--- src/rtl/pn_pkg.sv ---
package pn_pkg;
    localparam int PN_W_DEFAULT = 16;

    typedef enum logic [1:0] {
        MON_IDLE,
        MON_RUN,
        MON_DONE,
        MON_OVER
    } mon_phase_e;
endpackage

--- src/rtl/pn_shift_core.sv ---
module pn_shift_core #(
    parameter int W  = 16,
    parameter int OW = $clog2(W + 1)
) (
    input  logic          clk,
    input  logic          rst_n,
    input  logic          en,
    input  logic          load,
    input  logic [W:0]    poly_in,
    input  logic [OW-1:0] order_in,
    input  logic [W-1:0]  seed_in,
    output logic [W-1:0]  seed_eff,
    output logic [W-1:0]  state_nxt,
    output logic [W-1:0]  mask_o,
    output logic          step,
    output logic          code_bit
);
    typedef struct packed {
        logic [W:0]    poly;
        logic [OW-1:0] ord;
        logic [W-1:0]  mask;
        logic [W-1:0]  st;
    } core_t;

    core_t core_d, core_q;
    logic [OW-1:0] ld_ord;
    logic [W-1:0]  ld_mask;
    logic          fb;
    logic [OW-1:0] ix;

    function automatic logic [OW-1:0] clamp_ord(input logic [OW-1:0] o);
        if (o == '0)
            return OW'(1);
        else if (int'(o) > W)
            return OW'(W);
        else
            return o;
    endfunction

    function automatic logic [W-1:0] mask_of(input logic [OW-1:0] n);
        logic [W-1:0] m;
        for (int i = 0; i < W; i++)
            m[i] = (OW'(i) < n);
        return m;
    endfunction

    always_comb begin
        ld_ord   = clamp_ord(order_in);
        ld_mask  = mask_of(ld_ord);
        seed_eff = seed_in & ld_mask;
        if (seed_eff == '0)
            seed_eff = W'(1);

        fb = 1'b0;
        ix = '0;
        for (int j = 0; j < W; j++) begin
            ix = core_q.ord - OW'(1) - OW'(j);
            if (OW'(j) < core_q.ord)
                fb = fb ^ (core_q.st[j] & core_q.poly[ix]);
        end
        state_nxt = {core_q.st[W-2:0], fb} & core_q.mask;
        step      = en & ~load;

        core_d = core_q;
        if (load) begin
            core_d.poly = poly_in;
            core_d.ord  = ld_ord;
            core_d.mask = ld_mask;
            core_d.st   = seed_eff;
        end else if (en) begin
            core_d.st = state_nxt;
        end
    end

    always_ff @(posedge clk or negedge rst_n) begin
        if (!rst_n) begin
            core_q.poly <= '0;
            core_q.ord  <= OW'(1);
            core_q.mask <= W'(1);
            core_q.st   <= W'(1);
        end else begin
            core_q <= core_d;
        end
    end

    assign mask_o   = core_q.mask;
    assign code_bit = |(core_q.st & (core_q.mask ^ (core_q.mask >> 1)));

    // stages above the order stay cleared
    a_r4_upper_clear: assert property (@(posedge clk) disable iff (!rst_n)
        (core_q.st & ~core_q.mask) == '0);

    // idle cycles keep the state
    a_r3_idle_hold: assert property (@(posedge clk) disable iff (!rst_n)
        (!en && !load) |=> $stable(core_q.st));

    // a load never leaves an all-zero start state
    a_r1_load_nonzero: assert property (@(posedge clk) disable iff (!rst_n)
        load |=> (core_q.st != '0));
endmodule

--- src/rtl/pn_period_monitor.sv ---
module pn_period_monitor
    import pn_pkg::*;
#(
    parameter int W = 16
) (
    input  logic         clk,
    input  logic         rst_n,
    input  logic         load,
    input  logic         step,
    input  logic [W-1:0] seed_eff,
    input  logic [W-1:0] state_nxt,
    input  logic [W-1:0] mask,
    output logic [W:0]   period,
    output logic         period_valid,
    output logic         maximal,
    output logic         overrun
);
    localparam logic [W:0] LIMIT = (W+1)'(1) << W;

    typedef struct packed {
        mon_phase_e   phase;
        logic [W:0]   cnt;
        logic [W:0]   per;
        logic         vld;
        logic         mx;
        logic [W-1:0] start;
    } mon_t;

    mon_t mon_d, mon_q;
    logic [W:0] cnt_inc;

    always_comb begin
        mon_d     = mon_q;
        mon_d.vld = 1'b0;
        cnt_inc   = mon_q.cnt + (W+1)'(1);
        if (load) begin
            mon_d.phase = MON_RUN;
            mon_d.cnt   = '0;
            mon_d.per   = '0;
            mon_d.mx    = 1'b0;
            mon_d.start = seed_eff;
        end else if (step && mon_q.phase == MON_RUN) begin
            mon_d.cnt = cnt_inc;
            if (state_nxt == mon_q.start) begin
                mon_d.phase = MON_DONE;
                mon_d.per   = cnt_inc;
                mon_d.vld   = 1'b1;
                mon_d.mx    = (cnt_inc == {1'b0, mask});
            end else if (cnt_inc == LIMIT) begin
                mon_d.phase = MON_OVER;
            end
        end
    end

    always_ff @(posedge clk or negedge rst_n) begin
        if (!rst_n) begin
            mon_q.phase <= MON_IDLE;
            mon_q.cnt   <= '0;
            mon_q.per   <= '0;
            mon_q.vld   <= 1'b0;
            mon_q.mx    <= 1'b0;
            mon_q.start <= W'(1);
        end else begin
            mon_q <= mon_d;
        end
    end

    assign period       = mon_q.per;
    assign period_valid = mon_q.vld;
    assign maximal      = mon_q.mx;
    assign overrun      = (mon_q.phase == MON_OVER);

    // the report is a single-cycle pulse
    a_r6_single_pulse: assert property (@(posedge clk) disable iff (!rst_n)
        period_valid |=> !period_valid);

    // a reported period is never zero
    a_r6_period_nonzero: assert property (@(posedge clk) disable iff (!rst_n)
        period_valid |-> (period != '0));

    // overrun and a period report exclude each other
    a_r9_overrun_excl: assert property (@(posedge clk) disable iff (!rst_n)
        overrun |-> (!period_valid && period == '0));

    // maximal only rises together with a report
    a_r7_max_with_valid: assert property (@(posedge clk) disable iff (!rst_n)
        $rose(maximal) |-> period_valid);
endmodule

--- src/rtl/pn_sequencer.sv ---
module pn_sequencer
    import pn_pkg::*;
#(
    parameter int W = PN_W_DEFAULT
) (
    input  logic                   clk,
    input  logic                   rst_n,
    input  logic                   en,
    input  logic                   load,
    input  logic [W:0]             poly,
    input  logic [$clog2(W+1)-1:0] order,
    input  logic [W-1:0]           seed,
    output logic                   code_bit,
    output logic [W:0]             period,
    output logic                   period_valid,
    output logic                   maximal,
    output logic                   overrun
);
    localparam int OW = $clog2(W + 1);

    logic [W-1:0] seed_eff;
    logic [W-1:0] state_nxt;
    logic [W-1:0] mask;
    logic         step;

    pn_shift_core #(.W(W), .OW(OW)) u_core (
        .clk       (clk),
        .rst_n     (rst_n),
        .en        (en),
        .load      (load),
        .poly_in   (poly),
        .order_in  (order),
        .seed_in   (seed),
        .seed_eff  (seed_eff),
        .state_nxt (state_nxt),
        .mask_o    (mask),
        .step      (step),
        .code_bit  (code_bit)
    );

    pn_period_monitor #(.W(W)) u_mon (
        .clk          (clk),
        .rst_n        (rst_n),
        .load         (load),
        .step         (step),
        .seed_eff     (seed_eff),
        .state_nxt    (state_nxt),
        .mask         (mask),
        .period       (period),
        .period_valid (period_valid),
        .maximal      (maximal),
        .overrun      (overrun)
    );

    // a load clears the monitor flags on the next cycle
    a_r11_load_restart: assert property (@(posedge clk) disable iff (!rst_n)
        load |=> (!overrun && !maximal && period == '0));
endmodule

--- config.mk ---
export PLATFORM = sky130hd
export DESIGN_NAME = pn_sequencer
export DESIGN_NICKNAME = d
export VERILOG_FILES = /design/src/rtl/pn_pkg.sv /design/src/rtl/pn_shift_core.sv /design/src/rtl/pn_period_monitor.sv /design/src/rtl/pn_sequencer.sv
export SDC_FILE = /design/constraint.sdc
export NUM_CORES = 1
export LEC_CHECK = 0
export BUFFER_PORTS_ARGS = -buffer_cell sky130_fd_sc_hd__clkbuf_2
export CAP_MARGIN = 0
export CORE_UTILIZATION = 52
export CTS_BUF_LIST = sky130_fd_sc_hd__clkbuf_4
export CTS_CLUSTER_SIZE = 28
export DETAILED_ROUTE_END_ITERATION = 6
export PLACE_DENSITY_LB_ADDON = 0.15
export SYNTH_ARGS = -nofsm -noshare
export SYNTH_HDL_FRONTEND = slang
export SYNTH_SLANG_ARGS = --single-unit
--- constraint.sdc ---
create_clock -name clk -period 12.19 [get_ports clk]
set_clock_uncertainty 0.05 [all_clocks]
set_input_delay 0.6095 -clock clk [delete_from_list [all_inputs] [get_ports clk]]
set_output_delay 0.6095 -clock clk [all_outputs]
set_load 0.03 [all_outputs]
==> results of run 1 <==
through the flow:
| stage | util | instances |
|---|---|---|
| CTS | 0.554 | 1142 |
| floorplan | - | 925 |
| finish | 0.554 | 1142 |
| global placement | 0.544 | 1126 |
| detailed placement | 0.544 | 1126 |
| global route | 0.554 | 1142 |
worst reg2reg max path, delay by kind of cell (launching register included):
family | cells | cell delay (ps)
mux | 2 | 630
buf+inv | 2 | 840
flops | 1 | 860
fa+ha+maj | 2 | 1210
simple gates | 2 | 140
compound gates | 4 | 980
xor+xnor | 5 | 2060
logic make-up (layout without fill, tap and decap cells):
| logic type | count (synthesis) | in the layout | share of synthesized area |
|---|---|---|---|
| DFF | 107 | 107 | 0.312 |
| AOI/OAI and AO/OA | 206 | 206 | 0.156 |
| muxes | 72 | 72 | 0.120 |
| xor gates and xnor gates | 109 | 109 | 0.127 |
| and+or+nand+nor | 288 | 288 | 0.178 |
| adders and majority gates | 21 | 21 | 0.0306 |
| buffers and inverters | 122 | 123 | 0.0766 |
placed cells by master, fill, tap and decap left out, types with 21 or more instances in the layout:
cell type,synthesis,layout
dfrtp_1,103,103
ha_1,21,21
nand4_1,22,22
mux2_2,29,29
nor2b_1,23,23
a31oi_1,35,35
o21ai_0,57,57
clkbuf_2,1,60
xnor2_1,58,58
nand2_1,77,77
nand3_1,24,24
xor2_1,41,41
inv_1,38,38
mux2i_1,24,24
nor2_1,57,57
a21oi_1,50,50
per-layer routing:
| metal | share of wire | vias up | routed length (µm) | global-route usage |
|---|---|---|---|---|
| li1 | - | 3282 | - | - |
| met1 | 0.48 | 3378 | 10700 | 0.412 |
| met2 | 0.44 | 225 | 9890 | 0.418 |
| met3 | 0.068 | 27 | 1520 | 0.0550 |
| met4 | 0.016 | 0 | 362 | 0.0554 |
| met5 | 0 | - | 0 | 0 |
registers in the layout, indices dropped and copies added, names as in the netlist:
signal,flops
u_mon.maximal,1
u_core.mask_o,16
u_mon.period,17
u_core.core_q,37
u_mon.period_valid,1
u_mon.mon_q,35
repair_timing:
item,4_1_cts,5_1_grt
buffers inserted,0,0
hold buffers,1,0
endpoints found under the hold margin,33,0
setup endpoints to repair,0,0
power breakdown:
group          total, W  internal (W)  switching (W)
clock network  0.000194     0.0000641       0.000130
registers      0.000419      0.000379      0.0000400
logic          0.000512      0.000215       0.000297
layout make-up:
| cell class | instances | share of cell area |
|---|---|---|
| multi-input cells | 696 | 0.593 |
| flip-flops and latches | 107 | 0.303 |
| repair buffers | 68 | 0.0410 |
| well taps | 216 | 0.0305 |
| inverters | 40 | 0.0172 |
| clock inverters | 6 | 0.00819 |
| clock buffers | 9 | 0.00763 |
how the worst max path moves through the flow:
stage                       from               end  slack [ps]  cells past startpoint
6_report       u_core.core_q[32]   u_mon.period[7]        5340                     17
5_1_grt        u_core.core_q[32]   u_mon.period[3]        4960                     17
4_1_cts        u_core.core_q[32]  u_mon.period[10]        5410                     17
3_5_place_dp   u_core.core_q[32]  u_mon.period[10]        5440                     17
3_3_place_gp   u_core.core_q[32]  u_mon.period[15]        5580                     17
2_1_floorplan  u_core.core_q[32]  u_mon.period[10]        6640                     21
==> results.md, run 1 <==
- Post-synth top area share: 0.300
- CP required: 12560 ps
- Worst-skew pair later-pin latency: 510 ps
- First-pass GRT wire length: 35500 µm
- DP Worst Slack: 5440 ps
- Root buf cell: clkbuf_4
- Area of the multi-input gates: 0.00525 mm²
- Peak VDD IR: 0.0000687 V
- CP Cell Sequence: inv_1 -> ha_1 -> xnor2_1 -> inv_1 -> ha_1 -> mux4_1 -> nand2_1 -> nand2_1 -> mux2_2 -> o2111ai_1 -> xnor2_1 -> xnor3_1 -> xnor3_2 -> xor2_4 -> o21ai_4 -> a31oi_1 -> a211oi_2
- Via count: 6912
- Total Wirelength: 22500 µm
- Reg2Reg Depth: 17
- DRC Markers: 0
- First-pass detailed-route iteration total: 6
- Maximum root-to-sink buffer count: 2
- Placed cell areas: 0.00871 mm²
- ANT cells: 0
- Setup_tns: 0 ps
- Actual slew at the worst max-slew pin: 995 ps
- Die span in x: 131 µm
- Post-Syn Area: 0.00859 mm²
- Sequential cell area fraction in the yosys report: 0.312
- Area growth syn-to-layout: 3.12%
- Final Cell Area: 0.00886 mm²
- Part of the cycle the worst path needs: 0.562
- Post-detail-place hpwl: 16600 µm
- Main flop type after synthesis: dfrtp_1
- DR WL/cell: 19.7 µm
- Hold path cells: 2
- GRT Overall Usage: 0.277
- Crit end category: register
- Number of max-cap violations: 0
- Initial antenna violation count: 0
- Largest net degree at the start of global routing: 95
- Storage element area: 0.00268 mm²
- Buffers & Inverters on Critical Path: 2
- Final Hold Viols: 0
- Leak: 3.68 nW
- Vias per std cell: 6.05
- Synth Area per Inst: 9.29 µm²
- RR Endpoint: u_mon.period[7]
- Die area: 0.0170 mm²
- ANT nets after route: 0
- Post-synthesis net count: 988
- Max FO, Critical Path: 25
- Resize count post-CTS: 0
- Power, Total: 0.00112 W
- Starting Density: 0.537
- Port Buffers: 62
- Nets@finish: 985
- Number of synthesized flops with an enable pin: 0
- Ratio of cells with drive above 1 in the final layout: 0.173
- Most common cell in the netlist: dfrtp_1
- Slowest-stage cell, CP: dfstp_2
- Core Area: 0.0160 mm²
- RSZ-0062 raised after global routing: no
- Fmax: 146 MHz
- Grt ovf: 0
- Final setup violation count: 0
- Die H: 131 µm
- CTS H-Tree Depth: 3
- Seq cells post-synth: 107
- Worst Hold End: u_core.core_q[38]
- Site Rows: 46
- TritonCTS Buffers: 9
- Status: completed
- Initial DRC Count: 541
- Synth cell count leaders: dfrtp_1, nand2_1, xnor2_1
- Final Max Tran Viols: 0
- Final GP Congestion: 0.918
- Period minus WS final: 6850 ps
- Post-synth ARST share: 1.00
- Final hold slack: 269 ps
- TritonCTS clock tree: built
- Mapped Cells: 925
- Clock-pin transition on the worst setup and hold timing paths: 180 ps
- Critical path launch point type: register
- Reg-to-reg slack, setup: 5340 ps
- FF-to-FF Start: u_core.core_q[32]
- Area leader, netlist: dfrtp_1
- Setup WS post-layout: 5340 ps
- FILL cells: 1518
- Top post-synthesis cells by area: dfrtp_1, xnor2_1, xor2_1, mux2_2, mux4_1
- Delay-heaviest family, CP: XOR/XNOR gates
- Ys Warns: 0
- Hold WC Path Type: in -> reg
- WS Path Type: reg -> reg
- HP Start: poly[1]
- Netlist cell types: 83
- Pwr dens: 127 mW/mm²
- Clock sinks: 107
- Number of global-route vias before repair: 6305
- Critical path's largest stage delay: 860 ps
- I/O Pins: 63
- Slew HR: 0.334
- Worst endpoint data arrival time: 7220 ps
Power figures use the tool's default switching activity.
==> run 2, diff against run 1 <==
--- a/config.mk
+++ b/config.mk
@@ -5,6 +5,7 @@
 export SDC_FILE = /design/constraint.sdc
 export NUM_CORES = 1
 export LEC_CHECK = 0
+export ABC_AREA = 1
 export BUFFER_PORTS_ARGS = -buffer_cell sky130_fd_sc_hd__clkbuf_2
 export CAP_MARGIN = 0
 export CORE_UTILIZATION = 52
==> constraint.sdc (replaced) <==
create_clock -name clk -period 5.49 [get_ports clk]
set_clock_uncertainty 0.05 [all_clocks]
set_input_delay 0.2745 -clock clk [delete_from_list [all_inputs] [get_ports clk]]
set_output_delay 0.2745 -clock clk [all_outputs]
set_load 0.03 [all_outputs]
==> results.md, run 2 <==
- Post-detail-place hpwl: 17700 µm (+6.4%)
- Sequential cell area fraction in the yosys report: 0.334 (+0.0222)
- FF-to-FF Start: u_core.core_q[34]
- Post-synth top area share: 0.321 (+0.0213)
- RR Endpoint: u_mon.maximal
- Largest register FFs: 37 (unchanged)
- Setup WS post-layout: 729 ps (-4620 ps)
- Final GP Congestion: 0.937 (+2.1%)
- Setup crit start: u_core.core_q[34]
- Area growth syn-to-layout: 7.24%
- Netlist cell types: 47 (-43%)
- GRT Overall Usage: 0.305 (+0.0282)
- Reg-to-reg slack, setup: 730 ps (-4620 ps)
- Final Cell Area: 0.00860 mm² (-2.9%)
- Die span in x: 126 µm (-3.3%)
- Grt ovf: 0 (unchanged)
- I/O Pins: 63 (unchanged)
- Reg2Reg Depth: 28 (+11)
- Root buf cell: clkbuf_4
- Clock sinks: 107 (unchanged)
- Critical path's largest stage delay: 650 ps (-210 ps)
- Core Area: 0.0151 mm² (-5.3%)
- Total Wirelength: 23300 µm (+3.5%)
- Nets@finish: 1321 (+34%)
- Mapped Cells: 1213 (+31%)
- Final hold slack: 47.3 ps (-221 ps)
- Register bank with the most flops: u_core.core_q
- First-pass detailed-route iteration total: 7 (+1)
- Number of global-route vias before repair: 7249 (+15%)
- Switch Pwr: 0.000974 W (+110%)
- TritonCTS clock tree: built
- Pwr dens: 257 mW/mm² (+100%)
- Seq pwr share: 0.409 (+0.036)
- Synth Area per Inst: 6.61 µm² (-29%)
- DR WL/cell: 16.0 µm (-19%)
- Die area: 0.0159 mm² (-6.5%)
- Final Hold Viols: 0 (unchanged)
- Port Buffers: 62 (unchanged)
- Crit end category: register
- Int Pwr: 0.00124 W (+88%)
- CTS H-Tree Depth: 3 (unchanged)
- Worst endpoint data arrival time: 5100 ps (-2120 ps)
- Final setup violation count: 0 (unchanged)
- Max FO, Critical Path: 23 (-8.0%)
- Seq cells post-synth: 107 (unchanged)
- Ys Warns: 0 (unchanged)
- Placed cell areas: 0.00827 mm² (-5.0%)
- Ratio of cells with drive above 1 in the final layout: 0.0990 (-0.0738)
- Number of synthesized flops with an enable pin: 0 (unchanged)
- DP Worst Slack: 821 ps (-4620 ps)
- Comb pwr share: 0.403 (-0.052)
- Part of the cycle the worst path needs: 0.867 (+0.306)
- Actual slew at the worst max-slew pin: 939 ps (-55.2 ps)
- Worst setup path endpoint: u_mon.maximal
- Post-synth ARST share: 1.00 (unchanged)
- Final Max Tran Viols: 0 (unchanged)
- Top post-synthesis cells by area: dfrtp_1, nand2_1, nand3_1, inv_1, o21ai_0
- Post-Syn Area: 0.00802 mm² (-6.6%)
- DRC Markers: 0 (unchanged)
- Largest net degree at the start of global routing: 79 (-17%)
- Fmax: 210 MHz (+44%)
- Post-CTS setup buffers: 0 (unchanged)
- Hold WC Path Type: in -> reg
- RSZ-0062 raised after global routing: no
- Peak VDD IR: 0.000174 V (+150%)
- Switching Share: 0.440 (+0.0251)
- Maximum root-to-sink buffer count: 2 (unchanged)
- CP required: 5830 ps (-6730 ps)
- Clock Power Share: 0.189 (+0.017)
- Synth cell count leaders: nand2_1, nand3_1, inv_1
- Slowest-stage cell, CP: dfrtp_1
- Post-synthesis net count: 1276 (+29%)
- Commonest non-fill, non-tap cells in the layout: nand2_1, nand3_1, inv_1, dfrtp_1, o21ai_0
- ANT nets after route: 0 (unchanged)
- Vias per std cell: 5.58 (-7.8%)
- Setup_tns: 0 ps (unchanged)
- Starting Density: 0.530 (-0.00737)
- Main flop type after synthesis: dfrtp_1
- Clock-pin transition on the worst setup and hold timing paths: 160 ps (-20 ps)
- Critical path launch point type: register
- Die H: 126 µm (-3.3%)
- Status: completed
- Number of max-cap violations: 0 (unchanged)
- Leak: 4.53 nW (+23%)
- Leading cell type in the layout, fill and taps excluded: nand2_1
- Most frequent CP cell: nand2_1
- Worst-skew pair later-pin latency: 510 ps (about the same)
- Initial antenna violation count: 1 (+1)
- Site Rows: 45 (-2.2%)
- WS Path Type: reg -> reg
- Period minus WS final: 4760 ps (-2080 ps)
- Via count: 8108 (+17%)
- Most common cell in the netlist: nand2_1
- First-pass GRT wire length: 38100 µm (+7.5%)
- Initial DRC Count: 687 (+27%)
- Slew HR: 0.368 (+0.0335)
- Area leader, netlist: dfrtp_1
- TritonCTS Buffers: 9 (unchanged)
==> run 2: changes by cell type after synthesis, moves of 28 or more <==
cell / previous run / this run
nand3_1: 24 / 142
mux2_2: 29 / 0
xnor2_1: 58 / 2
a31oi_1: 35 / 7
inv_1: 38 / 141
nand2_1: 77 / 409
==> run 2: worst max-delay path, delay by kind of cell, from the launching register on <==
kind / cells / cell delay [ps]
simple gates: 22 / 2860
flops: 1 / 650
buf+inv: 4 / 570
fa+ha+maj: 2 / 530
==> run 2: worst min path at each step <==
stage                  start           endpoint  slack (ps)  cells after the start
floorplan              rst_n  u_core.core_q[10]         -70                      0
global placement       rst_n     u_mon.mon_q[5]         400                      1
detailed placement     rst_n     u_mon.mon_q[5]         390                      1
CTS                 order[4]  u_core.core_q[33]          20                      2
global route        order[4]  u_core.core_q[33]          30                      2
finish              seed[10]  u_core.core_q[10]          50                      3
==> run 2: layout make-up <==
cell class	count	area, µm²
sequential	107	2680
multi-input combinational	902	4420
fill	1525	6540
timing repair buffer	87	546
inverter	151	569
tap	188	235
clock inverter	6	67.6
antenna	2	5.00
clock buffer	10	75.1
==> run 2: kinds of logic after synthesis <==
logic type | synth area share
DFF | 0.334
AOI/OAI and AO/OA | 0.112
and+or+nand+nor | 0.372
buffers and inverters | 0.114
xor gates and xnor gates | 0.0349
adders and majority gates | 0.0328
==> run 2: metal layers <==
metal / track usage / vias up / part of all wire
met1: 0.452 / 3750 / 0.47
met2: 0.458 / 316 / 0.43
met3: 0.0586 / 33 / 0.088
li1: - / 4009 / -
met4: 0.0709 / 0 / 0.018
met5: 0 / - / 0
==> run 2: repair_timing <==
item,in CTS,in global routing
resized for setup,0,0
hold buffers,18,0
endpoints found under the hold margin,85,0
==> run 2: power by group through the flow <==
stage                     sequential, W  combinational (W)  clock (W)
after floorplan                0.000891           0.000661          0
after global placement         0.000916           0.000851          0
after detailed placement       0.000916           0.000860          0
after CTS                      0.000902           0.000874   0.000427
after global routing           0.000912            0.00100   0.000451
final                          0.000904           0.000892   0.000417
==> run 2: metrics by stage <==
| step | utilization | cells | total power [W] |
|---|---|---|---|
| floorplan | - | 1213 | 0.00155 |
| global placement | 0.546 | 1417 | 0.00177 |
| detailed placement | 0.546 | 1417 | 0.00178 |
| CTS | 0.568 | 1451 | 0.00220 |
| global route | 0.568 | 1453 | 0.00236 |
| finish | 0.568 | 1453 | 0.00221 |
==> run 3, diff against run 2 <==
--- a/config.mk
+++ b/config.mk
@@ -12,6 +12,7 @@
 export CTS_BUF_LIST = sky130_fd_sc_hd__clkbuf_4
 export CTS_CLUSTER_SIZE = 28
 export DETAILED_ROUTE_END_ITERATION = 6
+export HOLD_SLACK_MARGIN = 0.1
 export PLACE_DENSITY_LB_ADDON = 0.15
 export SYNTH_ARGS = -nofsm -noshare
 export SYNTH_HDL_FRONTEND = slang
==> results.md, run 3 (synthesis gave the netlist of run 2 again) <==
- Status: completed
- Die area: 0.0159 mm² (unchanged)
- GRT Overall Usage: 0.309 (+0.00360)
- Largest net degree at the start of global routing: 79 (unchanged)
- Setup WS post-layout: 730 ps (+0.681 ps)
- DP Worst Slack: 821 ps (unchanged)
- Layout Utilization: 0.579 (+0.0112)
- CP required: 5830 ps (about the same)
- ANT nets after route: 0 (unchanged)
- Fmax: 210 MHz (about the same)
- Final Cell Area: 0.00877 mm² (+2.0%)
- Grt ovf: 0 (unchanged)
- Clock sinks: 107 (unchanged)
- Number of max-cap violations: 0 (unchanged)
- Final setup violation count: 0 (unchanged)
- Site Rows: 45 (unchanged)
- Critical path launch point type: register
- Actual slew at the worst max-slew pin: 886 ps (-54.0 ps)
- Final Hold Viols: 0 (unchanged)
- Worst endpoint data arrival time: 5100 ps (about the same)
- Crit end category: register
- TritonCTS clock tree: built
- Largest register FFs: 37 (unchanged)
- Nets@finish: 1338 (+1.3%)
- Ratio of cells with drive above 1 in the final layout: 0.0977 (-0.00131)
- Starting Density: 0.530 (unchanged)
- Part of the cycle the worst path needs: 0.867 (about the same)
- WS Path Type: reg -> reg
- TritonCTS Buffers: 9 (unchanged)
- Reg2Reg Depth: 28 (unchanged)
- Storage element area: 0.00268 mm² (unchanged)
- Placed cell areas: 0.00827 mm² (unchanged)
- Post-detail-place hpwl: 17700 µm (unchanged)
- Via count: 8204 (+1.2%)
- Clock-pin transition on the worst setup and hold timing paths: 170 ps (about the same)
- DR WL/cell: 16.0 µm (-0.20%)
- Die span in x: 126 µm (unchanged)
- First-pass GRT wire length: 38500 µm (+1.2%)
- Die H: 126 µm (unchanged)
- Leading cell type in the layout, fill and taps excluded: nand2_1
- Commonest non-fill, non-tap cells in the layout: nand2_1, nand3_1, inv_1, dfrtp_1, o21ai_0
- Area growth syn-to-layout: 9.36%
- Hold WC Path Type: in -> reg
- I/O Pins: 63 (unchanged)
- FILL cells: 1503 (-1.4%)
- Critical path's largest stage delay: 650 ps (about the same)
- FF-to-FF Start: u_core.core_q[34]
- RSZ-0062 raised after global routing: no
- Reg-to-reg slack, setup: 730 ps (about the same)
- Initial antenna violation count: 1 (unchanged)
- Pwr dens: 253 mW/mm² (-1.6%)
- Post-CTS setup buffers: 0 (unchanged)
- Leak: 4.60 nW (+1.6%)
- DRC Markers: 0 (unchanged)
- First-pass detailed-route iteration total: 5 (-2)
- Worst setup path endpoint: u_mon.maximal
- Maximum root-to-sink buffer count: 2 (unchanged)
- Slew HR: 0.404 (+0.0363)
- RR Endpoint: u_mon.maximal
- Initial DRC Count: 646 (-6.0%)
- Setup crit start: u_core.core_q[34]
- Peak VDD IR: 0.000174 V (-0.24%)
- Port Buffers: 62 (unchanged)
- Power, Total: 0.00222 W (+0.33%)
- Worst-skew pair later-pin latency: 510 ps (about the same)
- Final GP Congestion: 0.937 (unchanged)
- Max FO, Critical Path: 23 (unchanged)
- Core Area: 0.0151 mm² (unchanged)
- Register bank with the most flops: u_core.core_q
- Period minus WS final: 4760 ps (-0.681 ps)
- Resize count post-CTS: 0 (unchanged)
- Vias per std cell: 5.58 (about the same)
- CTS H-Tree Depth: 3 (unchanged)
- Final Max Tran Viols: 0 (unchanged)
- Number of global-route vias before repair: 7352 (+1.4%)
- Root buf cell: clkbuf_4
- Most frequent CP cell: nand2_1
- Total Wirelength: 23500 µm (+0.97%)
- Setup_tns: 0 ps (unchanged)
- Slowest-stage cell, CP: dfrtp_1
- Area of the multi-input gates: 0.00442 mm² (unchanged)
[run 3: changes by cell type in the layout (fill, tap and decap cells not counted)]
cell and change:
dlygate4sd3_1 +17
[run 3: metal layers]
metal | track usage | wire length [µm] | vias to the layer above
met5 | 0 | 0 | -
met4 | 0.0758 | 435 | 0
met3 | 0.0612 | 2020 | 37
met2 | 0.464 | 10100 | 324
met1 | 0.454 | 10900 | 3804
li1 | - | - | 4039
[run 3: repair_timing]
item,CTS,global route
endpoints found under the hold margin,109,0
hold buffers,35,0
setup endpoints to repair,0,0
[run 3: area by class of cell]
type | count | area share
multi-input combinational | 902 | 0.504
sequential | 107 | 0.306
timing repair buffer | 104 | 0.0816
inverter | 151 | 0.0649
tap | 188 | 0.0268
clock buffer | 10 | 0.00856
clock inverter | 6 | 0.00770
antenna | 2 | 0.000571
[run 3: worst min-delay path by stage]
stage	start	endpoint	slack, ps	depth (start not counted)
after floorplan	rst_n	u_core.core_q[10]	-70	0
after global placement	rst_n	u_mon.mon_q[5]	400	1
after detailed placement	rst_n	u_mon.mon_q[5]	390	1
after CTS	seed[0]	u_mon.mon_q[0]	100	4
after global routing	seed[8]	u_mon.mon_q[8]	130	5
final	seed[0]	u_mon.mon_q[0]	140	4
[run 3: metrics by stage]
stage                     hold slack [ps]  std cells
after floorplan                     -71.1       1213
after global placement                397       1417
after detailed placement              387       1417
after global routing                  130       1470
after CTS                             101       1468
final                                 138       1470
[run 3: power by group]
group          internal (W)  total [W]  switching (W)  leakage, nW
Sequential         0.000843   0.000905      0.0000621         1.37
Clock              0.000113   0.000415       0.000302       0.0779
Combinational      0.000293   0.000901       0.000608         3.16
[run 3: critical path, delay by kind of cell (launching register included)]
family / cells / cell delay, ps
adder cells (fa/ha/maj): 2 / 530
buffers and inverters: 4 / 580
flip-flops: 1 / 650
AND/OR/NAND/NOR: 22 / 2840
